**config.mk**
```make
export PLATFORM = sky130hd
export DESIGN_NAME = imm_store_encoder
export DESIGN_NICKNAME = d
export VERILOG_FILES = /design/src/rtl/imm_store_enc_pkg.sv /design/src/rtl/addr_form_decode.sv /design/src/rtl/enc_seq_fsm.sv /design/src/rtl/imm_store_encoder.sv
export SDC_FILE = /design/constraint.sdc
export NUM_CORES = 1
export LEC_CHECK = 0
export BUFFER_PORTS_ARGS = -buffer_cell sky130_fd_sc_hd__buf_2
export CAP_MARGIN = 5
export CORE_UTILIZATION = 45
export CTS_CLUSTER_DIAMETER = 50
export CTS_CLUSTER_SIZE = 28
export DETAILED_ROUTE_END_ITERATION = 8
export GPL_TIMING_DRIVEN = 1
export PLACE_DENSITY = 0.82
export SLEW_MARGIN = 15
export SYNTH_ARGS = -nofsm -noshare
export SYNTH_HDL_FRONTEND = slang
export SYNTH_SLANG_ARGS = --single-unit
```
**constraint.sdc**
```tcl
create_clock -name clk -period 4.1 [get_ports clk]
set_clock_uncertainty 0.05 [all_clocks]
set_input_delay 1.23 -clock clk [delete_from_list [all_inputs] [get_ports clk]]
set_output_delay 1.23 -clock clk [all_outputs]
set_load 0.005 [all_outputs]
```
**src/rtl/imm_store_enc_pkg.sv**
```systemverilog
package imm_store_enc_pkg;

    localparam int REG_W  = 3;
    localparam int BYTE_W = 8;

    localparam logic [BYTE_W-1:0] OPC_MOV_IMM8   = 8'hC6;
    localparam logic [REG_W-1:0]  REG_STACK_PTR  = 3'd4;
    localparam logic [REG_W-1:0]  REG_FRAME_PTR  = 3'd5;
    localparam logic [1:0]        MOD_NO_DISP    = 2'b00;
    localparam logic [1:0]        MOD_DISP8      = 2'b01;
    localparam logic [2:0]        OPC_EXT        = 3'b000;
    localparam logic [2:0]        SIB_NO_INDEX   = 3'd4;
    localparam logic [1:0]        SIB_SCALE_1    = 2'b00;

    typedef enum logic [2:0] {
        ST_IDLE,
        ST_OPCODE,
        ST_ADDR,
        ST_EXTRA,
        ST_IMM
    } enc_state_t;

endpackage

```
**src/rtl/addr_form_decode.sv**
```systemverilog
module addr_form_decode
    import imm_store_enc_pkg::*;
(
    input  logic [REG_W-1:0]  base_reg,
    output logic [BYTE_W-1:0] addr_byte,
    output logic              need_extra,
    output logic [BYTE_W-1:0] extra_byte
);

    always_comb begin
        addr_byte  = {MOD_NO_DISP, OPC_EXT, base_reg};
        need_extra = 1'b0;
        extra_byte = '0;
        if (base_reg == REG_STACK_PTR) begin
            // r/m=4 selects the scale/index/base form; the extra byte names no index
            need_extra = 1'b1;
            extra_byte = {SIB_SCALE_1, SIB_NO_INDEX, REG_STACK_PTR};
        end else if (base_reg == REG_FRAME_PTR) begin
            // mod=00,r/m=5 would mean absolute address: use a zero 8-bit displacement
            addr_byte  = {MOD_DISP8, OPC_EXT, base_reg};
            need_extra = 1'b1;
            extra_byte = '0;
        end
    end

endmodule

```
**src/rtl/enc_seq_fsm.sv**
```systemverilog
module enc_seq_fsm
    import imm_store_enc_pkg::*;
(
    input  logic              clk,
    input  logic              rst_n,
    input  logic              start,
    input  logic [REG_W-1:0]  base_in,
    input  logic [BYTE_W-1:0] imm_in,
    input  logic              ready,
    input  logic [BYTE_W-1:0] addr_byte,
    input  logic              need_extra,
    input  logic [BYTE_W-1:0] extra_byte,
    output logic [REG_W-1:0]  base_q,
    output logic              busy,
    output logic              valid,
    output logic [BYTE_W-1:0] data,
    output logic              last
);

    enc_state_t state_q, state_d;
    logic [BYTE_W-1:0] imm_q;
    logic              take;

    assign take = valid && ready;

    // state register and captured operands
    always_ff @(posedge clk) begin
        if (!rst_n) begin
            state_q <= ST_IDLE;
            base_q  <= '0;
            imm_q   <= '0;
        end else begin
            state_q <= state_d;
            if (state_q == ST_IDLE && start) begin
                base_q <= base_in;
                imm_q  <= imm_in;
            end
        end
    end

    // next state
    always_comb begin
        state_d = state_q;
        unique case (state_q)
            ST_IDLE:   if (start) state_d = ST_OPCODE;
            ST_OPCODE: if (take)  state_d = ST_ADDR;
            ST_ADDR:   if (take)  state_d = need_extra ? ST_EXTRA : ST_IMM;
            ST_EXTRA:  if (take)  state_d = ST_IMM;
            ST_IMM:    if (take)  state_d = ST_IDLE;
            default:              state_d = ST_IDLE;
        endcase
    end

    // outputs
    always_comb begin
        valid = 1'b1;
        last  = 1'b0;
        data  = '0;
        busy  = 1'b1;
        unique case (state_q)
            ST_IDLE: begin
                valid = 1'b0;
                busy  = 1'b0;
            end
            ST_OPCODE: data = OPC_MOV_IMM8;
            ST_ADDR:   data = addr_byte;
            ST_EXTRA:  data = extra_byte;
            ST_IMM: begin
                data = imm_q;
                last = 1'b1;
            end
            default: begin
                valid = 1'b0;
                busy  = 1'b0;
            end
        endcase
    end

endmodule

```
**src/rtl/imm_store_encoder.sv**
```systemverilog
module imm_store_encoder
    import imm_store_enc_pkg::*;
(
    input  logic              clk,
    input  logic              rst_n,
    input  logic              start_i,
    input  logic [REG_W-1:0]  base_i,
    input  logic [BYTE_W-1:0] imm_i,
    output logic              busy_o,
    output logic              out_valid_o,
    input  logic              out_ready_i,
    output logic [BYTE_W-1:0] out_byte_o,
    output logic              out_last_o
);

    logic [REG_W-1:0]  base_q;
    logic [BYTE_W-1:0] addr_byte;
    logic [BYTE_W-1:0] extra_byte;
    logic              need_extra;

    addr_form_decode u_decode (
        .base_reg   (base_q),
        .addr_byte  (addr_byte),
        .need_extra (need_extra),
        .extra_byte (extra_byte)
    );

    enc_seq_fsm u_fsm (
        .clk        (clk),
        .rst_n      (rst_n),
        .start      (start_i),
        .base_in    (base_i),
        .imm_in     (imm_i),
        .ready      (out_ready_i),
        .addr_byte  (addr_byte),
        .need_extra (need_extra),
        .extra_byte (extra_byte),
        .base_q     (base_q),
        .busy       (busy_o),
        .valid      (out_valid_o),
        .data       (out_byte_o),
        .last       (out_last_o)
    );

endmodule

```
* After elaboration in Yosys (flattened, before gate mapping) *
Cells that the tools add are included.
W data, S select, Z words.

cells by class
  reductions and logical operators = 5
  shifts and indexed selects = 0
  eq/ne operators = 11
  bitwise gates (word level) = 0
  order comparisons = 0
  add/subtract/negate cells = 0
  $mul = 0
  divide/modulo/power cells = 0
  mux-type cells = 15

operators with widths
  kind                  number
  $pmux W8 S4           1
  $mux W3               6
  $pmux W3 S5           1
  $eq A3 B3 Y1 const B  3
  $mux W8               1
  $ne A2 B1 Y1 const B  4
  $mux W7               1
  $eq A3 B2 Y1 const B  2
  $mux W6               1
  $reduce_and A5 Y1     1
  $mux W1               4
  $reduce_or A4 Y1      1
  $eq A3 B1 Y1 const B  1
  $logic_not A3 Y1      1
  $logic_and A1 B1 Y1   2
  $ne A2 B2 Y1 const B  1

storage, ports and cells
  register bits = 14
  memories = 0
  RAM bits = 0
  bits in latches = 0
  bits in read-only memories = 0

* Depth between registers and ports, before layout *
Gate-level depths: netlist (run 1).

  depth after elaboration = 6
  depth in mapped cells = 5
  gate-level depth less buffers = 3

* Hierarchy *
From an unflattened synthesis (run 1), not the netlist that was laid out.

unflattened totals
  cells, all modules = 124
  area total of the unflattened synthesis = 994.7 sq um

by module, submodules not included
  module            cells an instance  area each (sq um)  instances
  enc_seq_fsm       106                858.3              1
  addr_form_decode  18                 136.4              1

* Least setup slack after synthesis (run 1) *
Ideal clock, no wire load.

  path type = register to output
  start point = register u_fsm.state_q[0]
  end point = output port out_byte_o[5]
  buffers on the path = 1
  slack = 1789 ps
  data required time = 2820 ps
  cell stages (with the launch flop) = 4
  arrival time = 1031 ps
  path through = dfxtp_1 -> buf_2 -> nor3b_2 -> a22o_1

on the way
  word-level cells in the longest chain between the ends = 2
  elaborated cells on any way between the ends = 5
  classes of those cells = 4 x eq/ne; 1 x mux

RTL lines
  element                                     line                     RTL
  start, declared                             enc_seq_fsm.sv:20        enc_state_t state_q, state_d;
  start signal, assigned                      enc_seq_fsm.sv:33        state_q <= state_d;
  $eq A3 B3 Y1, or another cell as far along  enc_seq_fsm.sv:60        unique case (state_q)
  $pmux W8 S4 (*)                             enc_seq_fsm.sv:60
  end, declared                               imm_store_encoder.sv:12  output logic [BYTE_W-1:0] out_byte_o,

Mark *: on every way between the ends. The rest lies on a longest branch, timed or not.

* Worst setup path in the final report (run 1) *
  start point = register u_fsm.state_q[2]
  end point = output port out_byte_o[6]

The elaborated chain is that of the path after synthesis.

==> reports/metrics.csv, run 1 <==
stage,metric,value,unit
synth,ys.flop_type,dfxtp_1,
floorplanning,ios,26,
floorplanning,die_width,42.54,µm
final_layout,antenna_cells,0,
final_layout,finish.instance_area,872.1,µm²
synth,synth_cells,96,
global_routing,antenna_found_initial,0,
synth,synth_compound_area_frac,0.2234,
sta,whs,0.4092,ns
clock_network,numCtsBuffers,3,
setup_path,cp_slowest_cell,dfxtp_1,
min_path,min_from,u_fsm.imm_q[3],
sta,setup_tns,0,ns
route,initialDrtViolationCount,5,
power,power.density,328.8,nW/µm²
power,power.leakage,0.3827,nW
global_routing,grt_pass1_wl,2.822,mm
synth,muxShareOfSynthArea,0,
sta,relSlewSlack,0.3172,
setup_path,r2r_slack,2.31,ns
setup_path,r2r_cells,3,
global_routing,grt_max_degree,14,
route,routedWlPerCell,12.30,µm
place,placed_cell_area,849.6,µm²
place,detailedPlacementHpwl,1.182,mm
synth,syn_avg_cell_area,7.703,µm²
synth,synthXorXnorAreaFrac,0.01184,
final_layout,drive_gt1_frac,0.2564,
sta,worst_slew_pin_slew,1.022,ns
synth,synth_cell_type_count,30,
status,outcome,"finished, final reports clean",
floorplanning,start_util,0.4852,
clock_network,cts_hold_buf,0,
clock_network,postCtsSetupBuffers,0,
floorplanning,core.rowCount,14,
route,dr.pass1.iters,4,
clock_network,h-tree-depth,1,
route,final_antenna_net_count,0,
min_path,worstHoldEndpoint,u_fsm.imm_q[3],
sta,grt_setup_unrepaired,no,
setup_path,crit_required,2.82,ns
global_routing,grt.total_usage,0.2048,
place,place_congestion,0.7935,
clock_network,cts-root-buf,clkbuf_4,
synth,synth_edf_count,0,
sta,fmax,0.3403,GHz
synth,yosysSeqAreaShare,0.3790,
synth,yosys.cell_count.top_type,nand2_1,
synth,synth_fa_ha_area_frac,0,
setup_path,path_class,register to output port,
setup_path,crit_cells,4,
synth,netlist.area_leader.share,0.3790,
place,io_buffers,25,
floorplanning,dieArea,1809,µm²
clock_network,clk_pin_slew,0.08,ns
min_path,hp-class,register to register,
min_path,whs_path_depth,2,
global_routing,grt-ovfl-total,0,
setup_path,critPathTopFamily,flip-flops,
floorplanning,coreArea,1524,µm²
route,vias_per_cell,5.444,
setup_path,r2r_end,u_fsm.imm_q[0],
clock_network,worstSkewPairLatency,0.28,ns
setup_path,critical_path.max_stage_delay,0.57,ns
setup_path,crit_path_max_fanout,13,
synth,yosys.area_share.simple,0.3232,
setup_path,cp_num_buf_inv,1,
clock_network,cts.sinks,14,
power,vdd_drop_max,0.2254,mV
flow_run,cap_violations,0,
sta,hold_violations,0,
route,vias,724,
synth,netlist_area,739.5,µm²
floorplanning,die_h,42.54,µm
setup_path,crit_arrival,1.66,ns
setup_path,r2r-start,u_fsm.state_q[2],
synth,yosys_warnings,0,
synth,ys_ff_latch,14,
synth,syn-num-nets,111,
final_layout,nNetsFinal,134,
synth,synthArstFlopShare,0,
synth,synth_top_family_by_area,simple AND/OR/NAND/NOR gates,
final_layout,syn_to_final_growth,17.94,%
setup_path,start_kind,register,
synth,yosysTopAreaCell,dfxtp_1,
route,route.detailed.drc,0,
sta,setup_viol,0,
route,wl,1.636,mm
sta,fin_crit_sh,0.7168,
setup_path,setup.worst_path.end_class,output port,
sta,slew_viol_final,0,
synth,synth_area_leaders,"dfxtp_1 (38%), nand2_1 (13%), a21boi_1 (10%)",
clock_network,cts_resized,0,
setup_path,path_cells,"nor3b_2, nand2_1, o21ai_0, buf_2",
global_routing,grt_pass1_vias,667,
clock_network,cts_tree,done,
clock_network,clock_path_buffers,2,
power,total_power,286.7,µW
synth,synthTopCellsByCount,"nand2_1 (26), dfxtp_1 (14), a21boi_1 (10)",
sta,min_period,2.939,ns
[sequential cells by signal, summed over array words and instances, names as in the netlist]
register       flops
u_fsm.base_q       3
u_fsm.state_q      3
u_fsm.imm_q        8
[layout by cell type, fill, tap and decap left out]
| cell type | Yosys | final |
|---|---|---|
| xnor2_1 | 1 | 1 |
| dfxtp_1 | 14 | 14 |
| a21boi_1 | 10 | 10 |
| nor3b_1 | 1 | 1 |
| a221oi_1 | 1 | 1 |
| nor3b_2 | 1 | 1 |
| o21a_1 | 1 | 1 |
| nor2b_1 | 2 | 2 |
| nand2b_1 | 2 | 2 |
| or4b_1 | 1 | 1 |
| a31oi_1 | 1 | 1 |
| nand3_1 | 2 | 2 |
| nor2_1 | 4 | 4 |
| buf_2 | 4 | 25 |
| and2_1 | 3 | 3 |
| nand2_1 | 26 | 26 |
| a21oi_1 | 4 | 4 |
| o41ai_1 | 1 | 1 |
| nor4_1 | 1 | 1 |
| and3b_1 | 1 | 1 |
| o21ai_0 | 3 | 3 |
| nor4b_2 | 1 | 1 |
| nand3b_1 | 1 | 1 |
| nor3_1 | 1 | 1 |
| inv_1 | 3 | 3 |
| clkbuf_4 | 0 | 3 |
| a211oi_1 | 1 | 1 |
| a21boi_0 | 1 | 1 |
| a22o_1 | 1 | 1 |
[metal layers]
metal,wire length [µm],part of all wire,global-route usage
met5,0,0,0
met1,760,0.46,0.2819
met3,106,0.065,0.02586
met2,733,0.45,0.3077
met4,36,0.022,0.1125
[tightest hold or removal path, delay by kind of cell, from the launching register on]
kind | cells | cell delay, ns
simple gates | 1 | 0.05
flops | 1 | 0.31
compound gates | 1 | 0.05
[report_power, final]
part,total [mW],internal (mW),leakage [nW],switching (mW)
Sequential,0.156,0.145,0.115,0.0108
Combinational,0.0535,0.0252,0.254,0.0283
Clock,0.0772,0.0341,0.0138,0.0431
Total,0.287,0.205,0.383,0.0822
[through the flow]
step / setup WS (ns) / utilization / instances
4_1_cts: 1.184 / 0.5723 / 133
2_1_floorplan: 1.789 / - / 96
6_report: 1.161 / 0.5723 / 133
3_5_place_dp: 1.500 / 0.5575 / 130
3_3_place_gp: 1.555 / 0.5575 / 130
5_1_grt: 1.030 / 0.5723 / 133
[logic make-up after synthesis]
family,Yosys count
simple gates,47
flops,14
compound gates,24
xor+xnor,1
buf+inv,10
[cell type report]
| cell class | instances | area, µm² |
|---|---|---|
| tap | 16 | 20.02 |
| fill | 140 | 651.9 |
| sequential | 14 | 280.3 |
| timing repair buffer | 25 | 125.1 |
| clock buffer | 3 | 22.52 |
| multi-input combinational | 72 | 412.9 |
| inverter | 3 | 11.26 |
[worst max-delay path by stage]
stage	from	end	slack, ns
6_report	u_fsm.state_q[2]	out_byte_o[6]	1.16
5_1_grt	u_fsm.state_q[2]	out_byte_o[2]	1.03
4_1_cts	u_fsm.state_q[2]	out_byte_o[6]	1.18
3_5_place_dp	u_fsm.state_q[2]	out_byte_o[2]	1.50
3_3_place_gp	u_fsm.state_q[2]	out_byte_o[2]	1.56
2_1_floorplan	u_fsm.state_q[0]	out_byte_o[5]	1.79
No activity file was read; power rests on OpenSTA's default activity.
==> run 2: changes to the inputs <==
==> constraint.sdc (replaced) <==
create_clock -name clk -period 2.8 [get_ports clk]
set_clock_uncertainty 0.05 [all_clocks]
set_input_delay 0.84 -clock clk [delete_from_list [all_inputs] [get_ports clk]]
set_output_delay 0.84 -clock clk [all_outputs]
set_load 0.005 [all_outputs]
==> run 2 against run 1 <==
Die area unchanged; setup slack worse by 0.90 ns; wire length rose by 5.7%; total power increased by 47%; worst hold slack is essentially flat; sequential share of layout area down 0.27 points; non-clock buffer count increased by 1; flip-flop and latch count did not move; sequential power rose by 47%; first-iteration DRC count rose to 4.8 times the previous value; clock-buffer cell count did not move; final area is 0.86% higher.
==> reports/metrics.csv, run 2 (synthesis results as in run 1) <==
stage,metric,value,unit,change
status,outcome,"finished, final reports clean",,
final_layout,drive_gt1_frac,0.2627,,+0.006302
clock_network,numCtsBuffers,3,,unchanged
sta,min_period,2.540,ns,
final_layout,syn_to_final_growth,18.95,%,
power,switching_share,0.2841,,-0.002546
clock_network,postCtsSetupBuffers,0,,unchanged
final_layout,nNetsFinal,135,,+0.75%
final_layout,multi_input_area,412.9,µm²,unchanged
route,routedWlPerCell,12.91,µm,+5.0%
place,place_congestion,0.8148,,+2.7%
setup_path,cp_slowest_cell,dfxtp_1,,
power,vdd_drop_max,0.2367,mV,+5.0%
clock_network,cts_tree,done,,
final_layout,largest_reg_flops,8,,unchanged
sta,worst_slew_pin_slew,0.4207,ns,-0.6009 ns
clock_network,cts_hold_buf,0,,unchanged
setup_path,start_kind,register,,
global_routing,grt_pass1_wl,2.794,mm,-0.99%
clock_network,cts-root-buf,clkbuf_4,,
flow_run,cap_violations,0,,unchanged
route,dr.pass1.iters,4,,unchanged
place,detailedPlacementHpwl,1.253,mm,+6.0%
floorplanning,coreArea,1524,µm²,unchanged
global_routing,grt-ovfl-total,0,,unchanged
final_layout,layout_commonest_cell,nand2_1,,
power,p_clk_frac,0.264,,-0.005
clock_network,h-tree-depth,1,,unchanged
sta,setup_tns,0,ns,unchanged
clock_network,cts_resized,0,,unchanged
route,wl,1.730,mm,+5.7%
route,vias,763,,+5.4%
final_layout,fillers,152,,+8.6%
power,power.density,478.2,nW/µm²,+45%
power,combPwrFrac,0.192,,+0.006
route,initialDrtViolationCount,24,,+19
setup_path,r2r_slack,1.19,ns,-1.12 ns
power,seq_power_share,0.544,,about the same
setup_path,critical_path.max_stage_delay,0.58,ns,about the same
sta,relSlewSlack,0.7183,,+0.4011
clock_network,cts.sinks,14,,unchanged
route,route.detailed.drc,0,,unchanged
clock_network,worstSkewPairLatency,0.27,ns,about the same
power,internal_power,301.1,µW,+47%
global_routing,grt_pass1_vias,661,,-0.90%
sta,slew_viol_final,0,,unchanged
floorplanning,die_width,42.54,µm,unchanged
sta,finalWorstSetupSlack,0.2601,ns,-0.9011 ns
final_layout,antenna_cells,0,,unchanged
setup_path,crit_required,1.91,ns,-0.91 ns
floorplanning,ios,26,,unchanged
place,placed_cell_area,857.1,µm²,+0.88%
setup_path,crit_arrival,1.65,ns,about the same
place,preCtsSetupSlack,0.5813,ns,-0.9185 ns
final_layout,finish.instance_area,879.6,µm²,+0.86%
min_path,hp-class,register to register,,
sta,grt_setup_unrepaired,no,,
clock_network,clock_path_buffers,2,,unchanged
floorplanning,start_util,0.4852,,unchanged
floorplanning,dieArea,1809,µm²,unchanged
global_routing,antenna_found_initial,0,,unchanged
sta,hold_violations,0,,unchanged
power,power.leakage,0.3878,nW,+1.3%
global_routing,grt.total_usage,0.2053,,+0.0005248
setup_path,setup.worst_path.end_class,output port,,
setup_path,path_class,register to output port,,
final_layout,top_regs,"u_fsm.imm_q (8), u_fsm.base_q (3), u_fsm.state_q (3)",,
global_routing,grt_max_degree,14,,unchanged
power,power.switching,119.5,µW,+45%
final_layout,top_register,u_fsm.imm_q,,
sta,fmax,0.3937,GHz,
floorplanning,core.rowCount,14,,unchanged
place,io_buffers,25,,unchanged
sta,setup_viol,0,,unchanged
final_layout,layout_common_cells,"nand2_1 (26), buf_2 (25), dfxtp_1 (14)",,
setup_path,path_cells,"nor3b_2, nand2_1, o41ai_1, buf_2",,
sta,fin_crit_sh,0.9071,,
route,vias_per_cell,5.694,,+4.6%
clock_network,clk_pin_slew,0.08,ns,about the same
final_layout,final-seq-area,280.3,µm²,unchanged
route,final_antenna_net_count,0,,unchanged
floorplanning,die_h,42.54,µm,unchanged
setup_path,crit_path_max_fanout,13,,unchanged
## run 2: cell count changes in the layout (fill, tap and decap cells not counted), sizes merged
cell	change
buf	+1
## run 2: layout make-up
type                            count  area share
Inverter                            3     0.01280
Multi-Input combinational cell     72      0.4694
Clock buffer                        3     0.02560
Sequential cell                    14      0.3186
Timing Repair Buffer               26      0.1508
Tap cell                           16     0.02276
## run 2: metal layers
layer  track usage  vias to the layer above  wire length (µm)
met5             0                        -                 0
met3       0.03879                        4               125
li1              -                      368                 -
met1        0.2593                      353               735
met4       0.09375                        0                25
met2        0.3354                       38               845
## run 2: power by group through the flow
| stage | combinational [mW] | clock, mW | sequential (mW) |
|---|---|---|---|
| 2_1_floorplan | 0.0595 | 0 | 0.224 |
| 3_3_place_gp | 0.0783 | 0 | 0.232 |
| 3_5_place_dp | 0.0815 | 0 | 0.233 |
| 4_1_cts | 0.0819 | 0.113 | 0.228 |
| 5_1_grt | 0.0905 | 0.122 | 0.231 |
| 6_report | 0.0809 | 0.111 | 0.229 |
## run 2: path summary, 6_finish.rpt
kind,start,endpoint,cells past startpoint
worst max-delay path,u_fsm.state_q[2],out_byte_o[2],4
worst min-delay path,u_fsm.imm_q[4],u_fsm.imm_q[4],2
worst max register to register,u_fsm.state_q[2],u_fsm.imm_q[0],3
worst min register to register,u_fsm.imm_q[4],u_fsm.imm_q[4],2
## run 2: through the flow
step,util,hold slack (ns),power (mW),cells
6_report,0.5772,0.4088,0.4206,134
4_1_cts,0.5772,0.4108,0.4233,134
3_5_place_dp,0.5624,0.3996,0.3146,131
2_1_floorplan,-,0.3805,0.2835,96
3_3_place_gp,0.5624,0.3877,0.3102,131
5_1_grt,0.5772,0.4391,0.4435,134
## run 2: critical path, delay by kind of cell (launching register included)
family,cells,cell delay (ns)
buf+inv,1,0.17
compound gates,1,0.07
simple gates,2,0.55
flops,1,0.58
